==> config.mk <==
export PLATFORM = sky130hd
export DESIGN_NAME = bus_wait_monitor
export DESIGN_NICKNAME = d
export VERILOG_FILES = /design/src/rtl/bmon_pkg.sv /design/src/rtl/bmon_sync.sv /design/src/rtl/bmon_ctrl.sv /design/src/rtl/bmon_dp.sv /design/src/rtl/bus_wait_monitor.sv
export SDC_FILE = /design/constraint.sdc
export NUM_CORES = 1
export LEC_CHECK = 0
export ABC_CLOCK_PERIOD_IN_PS = 12650
export BUFFER_PORTS_ARGS = -buffer_cell sky130_fd_sc_hd__buf_2
export CAP_MARGIN = 20
export CORE_ASPECT_RATIO = 1.5
export CORE_MARGIN = 5
export CORE_UTILIZATION = 25
export CTS_BUF_LIST = sky130_fd_sc_hd__clkbuf_8
export CTS_CLUSTER_DIAMETER = 80
export DETAILED_ROUTE_END_ITERATION = 10
export PLACE_DENSITY = 0.36
export SKIP_CTS_REPAIR_TIMING = 1
export SLEW_MARGIN = 20
export SYNTH_ARGS = -nofsm -noshare
export SYNTH_HDL_FRONTEND = slang
export SYNTH_HIERARCHICAL = 1
export SYNTH_SLANG_ARGS = --single-unit
==> constraint.sdc <==
create_clock -name clk -period 12.65 [get_ports clk]
set_input_delay 0.6325 -clock clk [delete_from_list [all_inputs] [get_ports clk]]
set_output_delay 0.6325 -clock clk [all_outputs]
set_load 0.02 [all_outputs]
==> src/rtl/bmon_pkg.sv <==
package bmon_pkg;
  localparam int IDX_BCLK = 0;
  localparam int IDX_STRB = 1;
  localparam int IDX_OE   = 2;
  localparam int IDX_CE   = 3;
  localparam int NUM_IN   = 4;

  typedef struct packed {
    logic cntInc;
    logic startCap;
    logic delayHit;
    logic refHit;
    logic emitRef;
    logic emitDelayNow;
    logic emitDelayHeld;
  } bmon_strobe_t;
endpackage

==> src/rtl/bmon_sync.sv <==
module bmon_sync #(
  parameter int WIDTH = 4,
  parameter int STAGES = 2,
  parameter logic [WIDTH-1:0] RST_VAL = '0
) (
  input  logic             clk,
  input  logic             rstN,
  input  logic [WIDTH-1:0] rawIn,
  output logic [WIDTH-1:0] curOut,
  output logic [WIDTH-1:0] prevOut
);
  logic [WIDTH-1:0] chain [STAGES];

  genvar s;
  generate
    for (s = 0; s < STAGES; s++) begin : g_stage
      if (s == 0) begin : g_first
        always_ff @(posedge clk) begin
          if (!rstN) chain[s] <= RST_VAL;
          else       chain[s] <= rawIn;
        end
      end else begin : g_next
        always_ff @(posedge clk) begin
          if (!rstN) chain[s] <= RST_VAL;
          else       chain[s] <= chain[s-1];
        end
      end
    end
  endgenerate

  always_ff @(posedge clk) begin
    if (!rstN) prevOut <= RST_VAL;
    else       prevOut <= chain[STAGES-1];
  end

  assign curOut = chain[STAGES-1];
endmodule

==> src/rtl/bmon_ctrl.sv <==
module bmon_ctrl
  import bmon_pkg::*;
(
  input  logic              clk,
  input  logic              rstN,
  input  logic [NUM_IN-1:0] cur,
  input  logic [NUM_IN-1:0] prev,
  input  logic              longHeld,
  output bmon_strobe_t      strb
);
  logic pendDelay;
  logic clkRise, strbFall, strbRise, oeFall;
  logic unusedCePrev;

  assign clkRise  =  cur[IDX_BCLK] & ~prev[IDX_BCLK];
  assign strbFall = ~cur[IDX_STRB] &  prev[IDX_STRB];
  assign strbRise =  cur[IDX_STRB] & ~prev[IDX_STRB];
  assign oeFall   = ~cur[IDX_OE]   &  prev[IDX_OE];
  assign unusedCePrev = prev[IDX_CE];

  always_comb begin
    strb = '0;
    strb.cntInc        = clkRise;
    strb.startCap      = strbFall;
    strb.delayHit      = strbRise & longHeld;
    strb.refHit        = oeFall & cur[IDX_CE];
    strb.emitRef       = strb.refHit;
    strb.emitDelayNow  = strb.delayHit & ~strb.refHit;
    strb.emitDelayHeld = pendDelay;
  end

  always_ff @(posedge clk) begin
    if (!rstN) pendDelay <= 1'b0;
    else       pendDelay <= strb.delayHit & strb.refHit;
  end


  sel_onehot_chk: assert property (@(posedge clk) disable iff (!rstN)
    $onehot0({strb.emitRef, strb.emitDelayNow, strb.emitDelayHeld}));
endmodule

==> src/rtl/bmon_dp.sv <==
module bmon_dp
  import bmon_pkg::*;
#(
  parameter int CNT_W = 32,
  parameter int DLY_W = 8,
  parameter int MIN_HOLD = 2
) (
  input  logic             clk,
  input  logic             rstN,
  input  bmon_strobe_t     strb,
  output logic             longHeld,
  output logic             evtValid,
  output logic             evtIsRefresh,
  output logic [CNT_W-1:0] evtStamp,
  output logic [CNT_W-1:0] evtDelta,
  output logic             evtDeltaValid,
  output logic [DLY_W-1:0] evtDelay
);
  localparam logic [CNT_W-1:0] DLY_MAX = CNT_W'((1 << DLY_W) - 1);
  localparam logic [CNT_W-1:0] HOLD_MIN = CNT_W'(MIN_HOLD);

  logic [CNT_W-1:0] cycleCount, startCount, prevDlyStart, prevRefCount;
  logic             hasPrevDly, hasPrevRef;
  logic [CNT_W-1:0] heldLen, excess;
  logic [DLY_W-1:0] delayVal;
  logic [CNT_W-1:0] holdStamp, holdDelta;
  logic             holdDeltaValid;
  logic [DLY_W-1:0] holdDelay;

  assign heldLen  = cycleCount - startCount;
  assign longHeld = heldLen > HOLD_MIN;
  assign excess   = heldLen - HOLD_MIN;
  assign delayVal = (excess > DLY_MAX) ? DLY_MAX[DLY_W-1:0] : excess[DLY_W-1:0];

  always_ff @(posedge clk) begin
    if (!rstN) begin
      cycleCount   <= '0;
      startCount   <= '0;
      prevDlyStart <= '0;
      prevRefCount <= '0;
      hasPrevDly   <= 1'b0;
      hasPrevRef   <= 1'b0;
    end else begin
      if (strb.cntInc)   cycleCount <= cycleCount + 1'b1;
      if (strb.startCap) startCount <= cycleCount;
      if (strb.delayHit) begin
        prevDlyStart <= startCount;
        hasPrevDly   <= 1'b1;
      end
      if (strb.refHit) begin
        prevRefCount <= cycleCount;
        hasPrevRef   <= 1'b1;
      end
    end
  end

  always_ff @(posedge clk) begin
    if (!rstN) begin
      holdStamp      <= '0;
      holdDelta      <= '0;
      holdDeltaValid <= 1'b0;
      holdDelay      <= '0;
    end else if (strb.delayHit) begin
      holdStamp      <= startCount;
      holdDelta      <= startCount - prevDlyStart;
      holdDeltaValid <= hasPrevDly;
      holdDelay      <= delayVal;
    end
  end

  always_ff @(posedge clk) begin
    if (!rstN) begin
      evtValid      <= 1'b0;
      evtIsRefresh  <= 1'b0;
      evtStamp      <= '0;
      evtDelta      <= '0;
      evtDeltaValid <= 1'b0;
      evtDelay      <= '0;
    end else begin
      evtValid <= strb.emitRef | strb.emitDelayNow | strb.emitDelayHeld;
      if (strb.emitRef) begin
        evtIsRefresh  <= 1'b1;
        evtStamp      <= cycleCount;
        evtDelta      <= cycleCount - prevRefCount;
        evtDeltaValid <= hasPrevRef;
        evtDelay      <= '0;
      end else if (strb.emitDelayNow) begin
        evtIsRefresh  <= 1'b0;
        evtStamp      <= startCount;
        evtDelta      <= startCount - prevDlyStart;
        evtDeltaValid <= hasPrevDly;
        evtDelay      <= delayVal;
      end else if (strb.emitDelayHeld) begin
        evtIsRefresh  <= 1'b0;
        evtStamp      <= holdStamp;
        evtDelta      <= holdDelta;
        evtDeltaValid <= holdDeltaValid;
        evtDelay      <= holdDelay;
      end
    end
  end


  count_step_chk: assert property (@(posedge clk) disable iff (!rstN)
    (cycleCount == $past(cycleCount)) || (cycleCount == $past(cycleCount) + 1'b1));


  delay_nonzero_chk: assert property (@(posedge clk) disable iff (!rstN)
    (evtValid && !evtIsRefresh) |-> (evtDelay != '0));


  ref_record_chk: assert property (@(posedge clk) disable iff (!rstN)
    strb.emitRef |=> (evtValid && evtIsRefresh));


  ref_first_chk: assert property (@(posedge clk) disable iff (!rstN)
    (strb.refHit && strb.delayHit) |=> ##1 (evtValid && !evtIsRefresh));


  first_ref_delta_chk: assert property (@(posedge clk) disable iff (!rstN)
    (strb.refHit && !hasPrevRef) |=> (evtValid && !evtDeltaValid));
endmodule

==> src/rtl/bus_wait_monitor.sv <==
module bus_wait_monitor
  import bmon_pkg::*;
#(
  parameter int CNT_W = 32,
  parameter int DLY_W = 8,
  parameter int SYNC_STAGES = 2,
  parameter int MIN_HOLD = 2
) (
  input  logic             clk,
  input  logic             rstN,
  input  logic             busClk,
  input  logic             busStrobeN,
  input  logic             ramOeN,
  input  logic             ramCeN,
  output logic             evtValid,
  output logic             evtIsRefresh,
  output logic [CNT_W-1:0] evtStamp,
  output logic [CNT_W-1:0] evtDelta,
  output logic             evtDeltaValid,
  output logic [DLY_W-1:0] evtDelay
);
  localparam logic [NUM_IN-1:0] IDLE_LEVELS = NUM_IN'(4'b1110);

  logic [NUM_IN-1:0] rawIn, curS, prevS;
  bmon_strobe_t      strb;
  logic              longHeld;

  assign rawIn = {ramCeN, ramOeN, busStrobeN, busClk};

  bmon_sync #(.WIDTH(NUM_IN), .STAGES(SYNC_STAGES), .RST_VAL(IDLE_LEVELS)) u_sync (
    .clk(clk), .rstN(rstN), .rawIn(rawIn), .curOut(curS), .prevOut(prevS)
  );

  bmon_ctrl u_ctrl (
    .clk(clk), .rstN(rstN), .cur(curS), .prev(prevS), .longHeld(longHeld), .strb(strb)
  );

  bmon_dp #(.CNT_W(CNT_W), .DLY_W(DLY_W), .MIN_HOLD(MIN_HOLD)) u_dp (
    .clk(clk), .rstN(rstN), .strb(strb), .longHeld(longHeld),
    .evtValid(evtValid), .evtIsRefresh(evtIsRefresh), .evtStamp(evtStamp),
    .evtDelta(evtDelta), .evtDeltaValid(evtDeltaValid), .evtDelay(evtDelay)
  );
endmodule

==> metrics <==
outcome finished clean; final setup TNS 0 ns; Worst-Margin Slew 0.934 ns; design area between 15000 and 20000 sq um; Clk Latency, worst-skew pair 0.64 ns; Synth Warn # 6; Crit Path Max Fanout 45; dpl hpwl 39600 um; cell chain of the critical path inv_1 > ha_1 > fa_1 > and2b_1 > o21ai_2 > a211o_1 > a211o_1 > a2111oi_0 > o31ai_1 > a2111oi_0 > nand4_1 > and3b_4 > nor2b_4 > buf_4 > nor3_2 > buf_4 > nand2_1 > o21ai_0 > a21oi_1 > nor2_1; post-route antenna net violation count 0; die height between 300 and 400 um; worst path buffer plus inverter count 3; Max stage delay cell, worst path nor3_2; CTS Buf Count 46; Core ar. about 63000 sq um; nets@finish around 2100; buffers added on ports 80; hold_sp ramCeN; FF-to-FF path depth 20; Critical Path AT around 6.7 ns; Worst Hold Class in2reg; Worst slew margin a little under two fifths; vias per cell 4.94; die width between 200 and 250 um; Pwr Total approximately 1.8 mW; Initial Utilization 25.2%; clock share of power 45.7%; max-slew violation count 0; Area Growth Syn to Fin 13.0%; drt pass-1 iters 5; max cap viols 0; flop2flop setup slack approximately 6.5 ns; DRC 0; CTS tree yes; Final Wtd Congestion about 0.84; via count 14057; Final Cycle Share between 40% and 50%; clk slew on worst S/H paths roughly 0.06 ns; Worst EP required 13.20 ns; Synth Cell Area around 16000 sq um; Pleak ~7.4 nW; critical path class reg2reg; drt wl/cell 19.7 um; first-pass GRT wire length 86300 um; RSZ-0062 raised after global routing false; R2R Path End u_dp/evtDelta[0]; Endpoint, Worst Hold u_sync/chain[0][3]; critical path endpoint category flop; Mean Syn Cell Area ~8.1 sq um; slowest cell delay on critical path between 0.6 and 0.7 ns; combinational fraction of design power 7.3%; power per cell area around 97 nW/um^2; Total GRT Usage around 16%; Die ar. 69300 sq um; vias in the first global route between 10000 and 15000; Placed Cells approximately 2800; aggregate global routing overflow 0; Max H-tree Level 2; Fin. Hold Viols 0; largest net degree at the start of global routing between 70 and 80; Top delay family on crit path compound AO/OA/AOI/OAI gates; Gate Count Post-Synth between 1500 and 2000; # IOs a little over 80; Worst Setup Start Kind flop; Final Setup Violations 0; Net Sw Power ~0.48 mW; initial drt markers around 840; root buf cell clkbuf_8; Sink Count around 260; Worst Skew 0.0287 ns; r2r startpoint u_dp/cycleCount[0]; hold path depth 2; initial antenna violation count 1; fin crit period around 6.2 ns; fraction of layout cells with a size suffix above 1 roughly 10%; switching portion of total power 27.2%; Placed Area between 15000 and 20000 sq um; Int Pwr approximately 1.3 mW; Max Fclk about 160 MHz; maximum VDD drop approximately 0.000062 V; Finished Layout Cells roughly 2800; syn_nets between 2000 and 2500; maximum number of buffers from clock root to sink 3; Seq pwr share 47.0%; row cnt approximately 110; Routed WL 56100 um
==> power groups by stage <==
stage	sequential (mW)	clock [mW]	combinational, mW
floorplan	0.853	0	0.0795
global placement	0.846	0	0.131
detailed placement	0.846	0	0.131
CTS	0.828	0.853	0.132
global route	0.829	0.881	0.140
finish	0.828	0.806	0.129
==> layout make-up <==
cell class              instances  area (sq um)
flip-flops and latches        258          5170
fillers                      6869         45400
clock inverters                21          82.6
multi-input cells            1472          9970
inverters                     124           470
repair buffers                102           566
clock buffers                  60           826
well taps                     805          1010
diodes                          2          5.00
==> placed cells by master (no fill, tap or decap), types with 27 or more instances in the layout <==
cell        n
xor2_1     48
nand3_1    32
a221oi_1   36
mux2i_1   148
ha_1       95
and3_1     43
clkbuf_8   60
inv_1     141
a21o_1     30
dfxtp_1   257
nor3_1     31
buf_2      80
o21ai_0   111
o21a_1     27
nor2_1    295
xnor2_1    62
nand2_1    95
a21oi_1   138
nand2b_1   29
==> metal layers <==
layer | up-vias | part of all wire (%) | track usage [%]
li1 | 7040 | - | -
met2 | 269 | 47 | 26.5
met5 | - | 0 | 0
met4 | 0 | 4.2 | 6.62
met1 | 6653 | 46 | 20.4
met3 | 95 | 3.5 | 2.43
==> worst register-to-register path: cells and delay by family, from the launching register on <==
family / cells / cell delay [ns]
DFF: 1 / 0.48
buffers and inverters: 3 / 1.02
and+or+nand+nor: 7 / 1.74
adders and majority gates: 2 / 0.65
AOI/OAI and AO/OA: 8 / 2.20
==> worst max path at each step <==
| stage | start | slack, ns | cells after the start | to |
|---|---|---|---|---|
| detailed placement | u_dp/cycleCount[0] | 6.53 | 20 | u_dp/evtDelta[0] |
| global placement | u_dp/cycleCount[0] | 6.62 | 20 | u_dp/evtDelta[0] |
| finish | u_dp/cycleCount[0] | 6.48 | 20 | u_dp/evtDelta[0] |
| global route | u_dp/cycleCount[0] | 6.07 | 18 | u_dp/evtDelta[4] |
| floorplan | u_dp/cycleCount[0] | 7.97 | 19 | u_dp/holdDelta[14] |
| CTS | u_dp/cycleCount[0] | 6.48 | 20 | u_dp/evtDelta[0] |
==> registers in the layout, summed over array words and instances (netlist names) <==
name / cells
u_dp/holdStamp: 32
u_dp/evtIsRefresh: 1
u_sync/prevOut: 3
u_dp/cycleCount: 32
u_dp/holdDelta: 32
u_dp/evtStamp: 32
u_dp/hasPrevRef: 1
u_dp/evtDeltaValid: 1
u_dp/evtValid: 1
u_ctrl/pendDelay: 1
u_dp/holdDelay: 8
u_dp/hasPrevDly: 1
u_dp/startCount: 32
u_dp/evtDelay: 8
u_dp/holdDeltaValid: 1
u_sync/chain: 8
u_dp/prevRefCount: 32
u_dp/evtDelta: 32
==> through the flow <==
step	setup WS [ns]	utilization, %	hold WS (ns)
CTS	6.48	28.5	0.122
global placement	6.62	27.1	0.405
global route	6.07	28.5	0.162
detailed placement	6.53	27.1	0.397
floorplan	7.97	-	0.386
finish	6.48	28.5	0.200
Note: power is estimated with default switching activity, not from simulation.
